===== config.mk =====
export PLATFORM = sky130hd
export DESIGN_NAME = sereeprom_master
export DESIGN_NICKNAME = d
export VERILOG_FILES = /design/src/rtl/swire_pkg.sv /design/src/rtl/swire_tick.sv /design/src/rtl/swire_shift.sv /design/src/rtl/swire_poll.sv /design/src/rtl/sereeprom_master.sv
export SDC_FILE = /design/constraint.sdc
export NUM_CORES = 1
export LEC_CHECK = 0
export BUFFER_PORTS_ARGS = -buffer_cell sky130_fd_sc_hd__buf_4
export CELL_PAD_IN_SITES_DETAIL_PLACEMENT = 0
export CELL_PAD_IN_SITES_GLOBAL_PLACEMENT = 2
export CORE_MARGIN = 3
export CORE_UTILIZATION = 40
export DETAILED_ROUTE_END_ITERATION = 6
export GPL_TIMING_DRIVEN = 0
export PLACE_DENSITY_LB_ADDON = 0.1
export SLEW_MARGIN = 5
export SYNTH_ARGS = -nofsm -noshare
export SYNTH_HDL_FRONTEND = slang
export SYNTH_SLANG_ARGS = --single-unit

===== constraint.sdc =====
create_clock -name clk -period 5.9 [get_ports clk]
set_clock_uncertainty 0.05 [all_clocks]
set_input_delay 0.295 -clock clk [delete_from_list [all_inputs] [get_ports clk]]
set_output_delay 0.295 -clock clk [all_outputs]
set_load 0.005 [all_outputs]

===== src/rtl/swire_pkg.sv =====
package swire_pkg;

    localparam int CMD_W   = 3;
    localparam int OP_W    = 2;
    localparam int ADDR_W  = 7;
    localparam int DATA_W  = 8;
    localparam int STAT_W  = 2;
    localparam int FRAME_W = 1 + OP_W + ADDR_W;

    localparam logic [CMD_W-1:0] CMD_READ      = 3'd0;
    localparam logic [CMD_W-1:0] CMD_WRITE     = 3'd1;
    localparam logic [CMD_W-1:0] CMD_ERASE     = 3'd2;
    localparam logic [CMD_W-1:0] CMD_ERASE_ALL = 3'd3;
    localparam logic [CMD_W-1:0] CMD_WRITE_ALL = 3'd4;
    localparam logic [CMD_W-1:0] CMD_UNLOCK    = 3'd5;
    localparam logic [CMD_W-1:0] CMD_LOCK      = 3'd6;

    localparam logic [STAT_W-1:0] STAT_OK      = 2'd0;
    localparam logic [STAT_W-1:0] STAT_NO_BUSY = 2'd1;
    localparam logic [STAT_W-1:0] STAT_TIMEOUT = 2'd2;

    typedef enum logic [3:0] {
        ST_IDLE, ST_SEND, ST_RECV, ST_GAP, ST_CHK1,
        ST_CHK2, ST_POLL, ST_FIN, ST_HOLD
    } state_e;

    function automatic logic [FRAME_W-1:0] frame_word(
        input logic [CMD_W-1:0]  c,
        input logic [ADDR_W-1:0] a
    );
        logic [OP_W+ADDR_W-1:0] body;
        case (c)
            CMD_READ:      body = {2'b10, a};
            CMD_WRITE:     body = {2'b01, a};
            CMD_ERASE:     body = {2'b11, a};
            CMD_ERASE_ALL: body = {2'b00, 2'b10, {(ADDR_W-2){1'b0}}};
            CMD_WRITE_ALL: body = {2'b00, 2'b01, {(ADDR_W-2){1'b0}}};
            CMD_UNLOCK:    body = {2'b00, 2'b11, {(ADDR_W-2){1'b0}}};
            default:       body = {2'b00, 2'b00, {(ADDR_W-2){1'b0}}};
        endcase
        return {1'b1, body};
    endfunction

    function automatic logic carries_data(input logic [CMD_W-1:0] c);
        return (c == CMD_WRITE) || (c == CMD_WRITE_ALL);
    endfunction

    function automatic logic programs(input logic [CMD_W-1:0] c);
        return (c == CMD_WRITE) || (c == CMD_ERASE) ||
               (c == CMD_ERASE_ALL) || (c == CMD_WRITE_ALL);
    endfunction

endpackage


===== src/rtl/swire_tick.sv =====
module swire_tick #(
    parameter int DIV = 4
) (
    input  logic clk,
    input  logic rst_n,
    input  logic run,
    output logic tick
);
    localparam int CW = (DIV > 1) ? $clog2(DIV) : 1;

    logic [CW-1:0] cnt;

    always_ff @(posedge clk or negedge rst_n) begin
        if (!rst_n)                       cnt <= '0;
        else if (!run)                    cnt <= '0;
        else if (cnt == CW'(DIV - 1))     cnt <= '0;
        else                              cnt <= cnt + 1'b1;
    end

    assign tick = run && (cnt == CW'(DIV - 1));
endmodule


===== src/rtl/swire_shift.sv =====
module swire_shift #(
    parameter int TX_W = 18,
    parameter int RX_W = 8
) (
    input  logic            clk,
    input  logic            rst_n,
    input  logic            load,
    input  logic [TX_W-1:0] load_val,
    input  logic            shift,
    input  logic            capture,
    input  logic            sin,
    output logic            sout,
    output logic [RX_W-1:0] rx
);
    logic [TX_W-1:0] tx_q;

    always_ff @(posedge clk or negedge rst_n) begin
        if (!rst_n) begin
            tx_q <= '0;
            rx   <= '0;
        end else begin
            if (load)       tx_q <= load_val;
            else if (shift) tx_q <= {tx_q[TX_W-2:0], 1'b0};
            if (load)          rx <= '0;
            else if (capture)  rx <= {rx[RX_W-2:0], sin};
        end
    end

    assign sout = tx_q[TX_W-1];
endmodule


===== src/rtl/swire_poll.sv =====
module swire_poll #(
    parameter int INTERVAL = 64,
    parameter int LIMIT    = 1000
) (
    input  logic clk,
    input  logic rst_n,
    input  logic clr,
    input  logic tick,
    output logic due,
    output logic last
);
    localparam int IW = (INTERVAL > 1) ? $clog2(INTERVAL) : 1;
    localparam int PW = $clog2(LIMIT + 1);

    logic [IW-1:0] ival;
    logic [PW-1:0] polls;

    always_ff @(posedge clk or negedge rst_n) begin
        if (!rst_n) begin
            ival  <= '0;
            polls <= '0;
        end else if (clr) begin
            ival  <= '0;
            polls <= '0;
        end else if (tick) begin
            if (ival == IW'(INTERVAL - 1)) begin
                ival <= '0;
                if (polls != PW'(LIMIT)) polls <= polls + 1'b1;
            end else begin
                ival <= ival + 1'b1;
            end
        end
    end

    assign due  = tick && (ival == IW'(INTERVAL - 1));
    assign last = (polls == PW'(LIMIT - 1));
endmodule


===== src/rtl/sereeprom_master.sv =====
module sereeprom_master
    import swire_pkg::*;
#(
    parameter int CLK_DIV    = 4,
    parameter int POLL_TICKS = 64,
    parameter int POLL_LIMIT = 1000
) (
    input  logic              clk,
    input  logic              rst_n,
    input  logic              start,
    input  logic [CMD_W-1:0]  cmd,
    input  logic [ADDR_W-1:0] addr,
    input  logic [DATA_W-1:0] wdata,
    output logic              busy,
    output logic              done,
    output logic [DATA_W-1:0] rdata,
    output logic [STAT_W-1:0] status,
    output logic              ee_cs,
    output logic              ee_sk,
    output logic              ee_do,
    input  logic              ee_di
);
    localparam int TX_W  = FRAME_W + DATA_W;
    localparam int BIT_W = $clog2(TX_W);

    state_e              state, nxt;
    logic                ph;
    logic [BIT_W-1:0]    bitcnt;
    logic [CMD_W-1:0]    op_q;
    logic [STAT_W-1:0]   stat_q, fin_stat;
    logic [DATA_W-1:0]   rdata_q;
    logic [BIT_W-1:0]    last_idx;
    logic                run, tick, ld, sh, cap, pclr, due, last, so;
    logic [DATA_W-1:0]   rx;

    assign run      = (state != ST_IDLE) && (state != ST_FIN);
    assign last_idx = carries_data(op_q) ? BIT_W'(TX_W - 1) : BIT_W'(FRAME_W - 1);

    swire_tick #(.DIV(CLK_DIV)) u_tick (
        .clk(clk), .rst_n(rst_n), .run(run), .tick(tick)
    );

    swire_shift #(.TX_W(TX_W), .RX_W(DATA_W)) u_shift (
        .clk(clk), .rst_n(rst_n), .load(ld),
        .load_val({frame_word(cmd, addr), wdata}),
        .shift(sh), .capture(cap), .sin(ee_di),
        .sout(so), .rx(rx)
    );

    swire_poll #(.INTERVAL(POLL_TICKS), .LIMIT(POLL_LIMIT)) u_poll (
        .clk(clk), .rst_n(rst_n), .clr(pclr), .tick(tick),
        .due(due), .last(last)
    );

    // next state and datapath strobes
    always_comb begin
        nxt      = state;
        ld       = 1'b0;
        sh       = 1'b0;
        cap      = 1'b0;
        pclr     = (state != ST_POLL);
        fin_stat = STAT_OK;
        unique case (state)
            ST_IDLE: begin
                if (start) begin
                    nxt = ST_SEND;
                    ld  = 1'b1;
                end
            end
            ST_SEND: begin
                if (tick && ph) begin
                    if (bitcnt == last_idx) begin
                        if (op_q == CMD_READ)  nxt = ST_RECV;
                        else if (programs(op_q)) nxt = ST_GAP;
                        else                   nxt = ST_FIN;
                    end else begin
                        sh = 1'b1;
                    end
                end
            end
            ST_RECV: begin
                cap = tick && !ph;
                if (tick && ph && bitcnt == BIT_W'(DATA_W - 1)) nxt = ST_FIN;
            end
            ST_GAP: begin
                if (tick && ph) nxt = ST_CHK1;
            end
            ST_CHK1: begin
                if (tick) nxt = ee_di ? ST_CHK2 : ST_POLL;
            end
            ST_CHK2: begin
                if (tick) begin
                    if (ee_di) begin
                        nxt      = ST_FIN;
                        fin_stat = STAT_NO_BUSY;
                    end else begin
                        nxt = ST_POLL;
                    end
                end
            end
            ST_POLL: begin
                if (due) begin
                    if (ee_di) begin
                        nxt = ST_FIN;
                    end else if (last) begin
                        nxt      = ST_FIN;
                        fin_stat = STAT_TIMEOUT;
                    end
                end
            end
            ST_FIN: begin
                nxt = ST_HOLD;
            end
            ST_HOLD: begin
                if (tick && ph) nxt = ST_IDLE;
            end
        endcase
    end

    // state register with phase, bit count and result latches
    always_ff @(posedge clk or negedge rst_n) begin
        if (!rst_n) begin
            state   <= ST_IDLE;
            ph      <= 1'b0;
            bitcnt  <= '0;
            op_q    <= CMD_READ;
            stat_q  <= STAT_OK;
            rdata_q <= '0;
        end else begin
            state <= nxt;
            if (state != nxt) begin
                ph     <= 1'b0;
                bitcnt <= '0;
            end else if (tick) begin
                ph <= ~ph;
                if (ph) bitcnt <= bitcnt + 1'b1;
            end
            if (state == ST_IDLE && start) op_q <= cmd;
            if (nxt == ST_FIN && state != ST_FIN) begin
                stat_q  <= fin_stat;
                rdata_q <= (op_q == CMD_READ) ? rx : '0;
            end
        end
    end

    // outputs
    always_comb begin
        busy   = (state != ST_IDLE);
        done   = (state == ST_FIN);
        rdata  = rdata_q;
        status = stat_q;
        ee_cs  = (state == ST_SEND) || (state == ST_RECV) || (state == ST_CHK1) ||
                 (state == ST_CHK2) || (state == ST_POLL);
        ee_sk  = ((state == ST_SEND) || (state == ST_RECV)) && ph;
        ee_do  = (state == ST_SEND) && so;
    end
endmodule


==> metrics.md <==
| Metric | Value |
|---|---|
| Drt drc | `0` |
| Register share of total power | `0.363` |
| Switching Share | `0.384` |
| Pre-CTS WS | `3.36 ns` |
| Synth Register Bits | `67` |
| Fin crit period | `2.53 ns` |
| Crit-path max FO | `8` |
| Final Util | `0.485` |
| Lkg Pwr | `1.95 nW` |
| Total CTS buffers | `9` |
| Synth cell types | `52` |
| Share of cells above drive strength 1 | `0.175` |
| Post-Synth Adder-Cell Area | `0.0207` |
| Worst reg2reg path depth | `8` |
| CP top delay family | `simple AND/OR/NAND/NOR gates` |
| Final Slew Violations | `0` |
| Final hold viol count | `6` |
| Core area | `8760 um^2` |
| Worst path bufs/invs | `3` |
| CTS tree | `done` |
| I/O Pins | `37` |
| Post-synth top flop | `dfrtp_1` |
| Setup CP Type | `flop to flop` |
| Detailed Route Iter0 Violations | `96` |
| Worst hold slack | `-0.00740 ns` |
| Slew HR | `0.416` |
| Fmax | `0.395 GHz` |
| CP cell instances | `nor4_4 > inv_1 > and3_1 > clkbuf_1 > nand3b_1 > buf_2 > mux2i_1 > nor2_1` |
| Initial Utilization | `0.414` |
| Die Wd | `101 um` |
| Seq/Total Area, Yosys | `0.462` |
| Post CTS Setup Buffer Count | `0` |
| Pin count of the biggest net entering global routing | `68` |
| Clock transition at the registers of the reported paths | `0.07 ns` |
| Vias per cell | `5.39` |
| Maxcap violations | `0` |
| H-tree levels | `3` |
| Critical Path Source | `state[0]` |
| Post-DP HPWL | `5.80 mm` |
| RSZ-0062 raised after global routing | `false` |
| Failing checks | `hold timing` |
| Start of the worst register-to-register path | `state[0]` |
| Slowest stage cell, crit path | `nor4_4` |
| Setup Viol. Count Final | `0` |
| Required time worst endpoint | `6.06 ns` |
| R2R Path End | `u_shift.rx[0]` |
| Clock Sinks | `67` |
| Initial antenna violation count | `0` |
| Critical path's largest stage delay | `0.54 ns` |
| Pwr/cell area | `437 nW/um^2` |
| Nets | `453` |
| Simple-gate share of the synthesized area | `0.221` |
| Worst-Skew Late Latency | `0.35 ns` |
| Placed cell areas | `4030 um^2` |
| Buffers on Ports | `36` |
| Largest family of logic cells by synthesized area | `simple AND/OR/NAND/NOR gates` |
| Chip height | `101 um` |
| Finished Cell Area | `4250 um^2` |
| Ant diodes | `0` |
| P_int | `1.14 mW` |
| Synth Net Count | `406` |
| Post-synthesis cell area | `3630 um^2` |
| Vias | `2895` |
| Worst setup margin | `3.37 ns` |
| Vias in the first global route | `2863` |
| Hold WC Path Type | `input pin to async pin` |
| Worst vdd ir | `151 uV` |
| Dpl cells | `522` |
| Clock Power Share | `0.228` |
| Fraction of registers with async set/reset | `1.00` |
| Root Buffer | `clkbuf_8` |
| Finished Layout Cells | `537` |
| Clock buffer depth | `2` |
| R2R Setup Slk | `3.37 ns` |
| Multiplexer share of the synthesized area | `0.0966` |
| Core Rows | `34` |
| Net Sw Power | `713 uW` |
| Setup TNS | `0 ns` |
| Status | `finished with violations` |
| Avg Cell Area, Syn | `9.60 um^2` |
| Die area | `10200 um^2` |
| Post-Synth XOR/XNOR Area | `0.0410` |
| Overall routing resource usage | `0.173` |
| Tightest Pin Transition | `0.876 ns` |
| Total power | `1.85 mW` |
| PostCTS Resize Cnt | `0` |
| Comb pwr share | `0.408` |
| Area growth syn-to-layout | `17.1%` |
| Synth Area in Compound Gates | `0.111` |
| Crit. End Element | `flop` |
| Synth warn | `0` |
| Global-route wire length before repair | `14.0 mm` |
| Antenna Violating Nets Remaining | `0` |
| Crit path arrival time | `2.70 ns` |
| EDFF count, synth | `0` |
| Synth Instances | `378` |
| Drt first pass iters | `4` |
| Crit share post-route | `0.429` |
| Global route total overflow | `0` |
| Routed WL | `8.13 mm` |
| Worst Setup Start Kind | `flop` |
| WL per Instance | `15.1 um` |
| CTS Hold Bufs | `0` |
| RD Place Congestion | `0.809` |
## power groups by stage
stage                     Clock, mW  Sequential (mW)  Combinational, mW
final                         0.424            0.674              0.757
after global routing          0.456            0.693              0.856
after CTS                     0.435            0.675              0.767
after detailed placement          0            0.684              0.766
after global placement            0            0.680              0.758
after floorplan                   0            0.666              0.518
## routing by layer
metal  global-route usage  routed length [um]
met5                    0                   0
met4               0.0521                 108
met3               0.0379                 321
met2                0.269                3730
met1                0.243                3970
## cells in the mapped netlist (2+ instances only)
library cell | count | area [um^2]
buf_6 | 3 | 33.8
nor3_2 | 2 | 20.0
xnor2_1 | 6 | 52.6
and3_1 | 6 | 37.5
nor2b_1 | 2 | 12.5
a21oi_1 | 17 | 85.1
a211oi_1 | 2 | 15.0
dfrtp_1 | 67 | 1680
mux2i_1 | 35 | 350
or3_1 | 4 | 25.0
ha_1 | 6 | 75.1
nand3b_1 | 2 | 15.0
nand4_1 | 8 | 50.1
inv_1 | 16 | 60.1
o21ai_1 | 2 | 10.0
nand2_1 | 41 | 154
and2_1 | 2 | 12.5
inv_2 | 2 | 7.51
o21ai_0 | 25 | 125
o211ai_1 | 3 | 22.5
nor4_1 | 3 | 18.8
xor2_1 | 11 | 96.3
nor2_1 | 41 | 154
nor3_1 | 9 | 45.0
clkbuf_1 | 10 | 37.5
buf_2 | 6 | 30.0
nand3_1 | 18 | 90.1
nand2b_1 | 5 | 31.3
## sequential cells by signal (all words and copies together) (netlist names)
name and count:
u_shift.tx_q 18, op_q 3, status 2, ph 1, u_tick.cnt 2, u_poll.ival 6
u_poll.polls 10, rdata 8, bitcnt 5, u_shift.rx 8, state 4
## layout make-up
cell class,count,area (um^2)
flip-flops and latches,67,1680
inverters,18,67.6
fillers,885,4510
multi-input cells,273,1780
plain buffers,20,105
repair buffers,36,270
clock buffers,9,124
clock inverters,6,91.3
well taps,108,135
## worst max-delay path by stage
stage / endpoint / slack (ns) / cells past startpoint
floorplan: rdata[0] / 3.77 / 8
global placement: u_shift.rx[3] / 3.37 / 8
detailed placement: u_shift.rx[0] / 3.36 / 8
CTS: u_shift.rx[0] / 3.35 / 8
global route: bitcnt[1] / 3.17 / 8
finish: u_shift.rx[0] / 3.37 / 8
## cell families (layout without fill, tap and decap cells)
logic type / Yosys count / count (layout)
multiplexers: 35 / 35
flip-flops: 67 / 67
AO/OA/AOI/OAI: 62 / 62
adder cells (fa/ha/maj): 6 / 6
buffers and inverters: 38 / 89
AND/OR/NAND/NOR: 153 / 153
XOR/XNOR: 17 / 17
## cells in the final DEF, fill, tap and decap left out, drive strengths merged, types with 2 or more instances in the layout
cell type,instances
nand2,41
nand3b,2
o31ai,2
nor3,12
a21oi,17
buf,46
nor4b,2
nand4,8
nor2,41
inv,18
clkbuf,19
xor2,11
o211ai,3
and2,2
mux2i,35
nor2b,2
a211oi,2
and3,6
o21ai,27
nand2b,5
or3,4
xnor2,6
dfrtp,67
nor4,4
nand3,19
clkinvlp,3
bufinv,2
ha,6
Power figures use the tool's default switching activity.
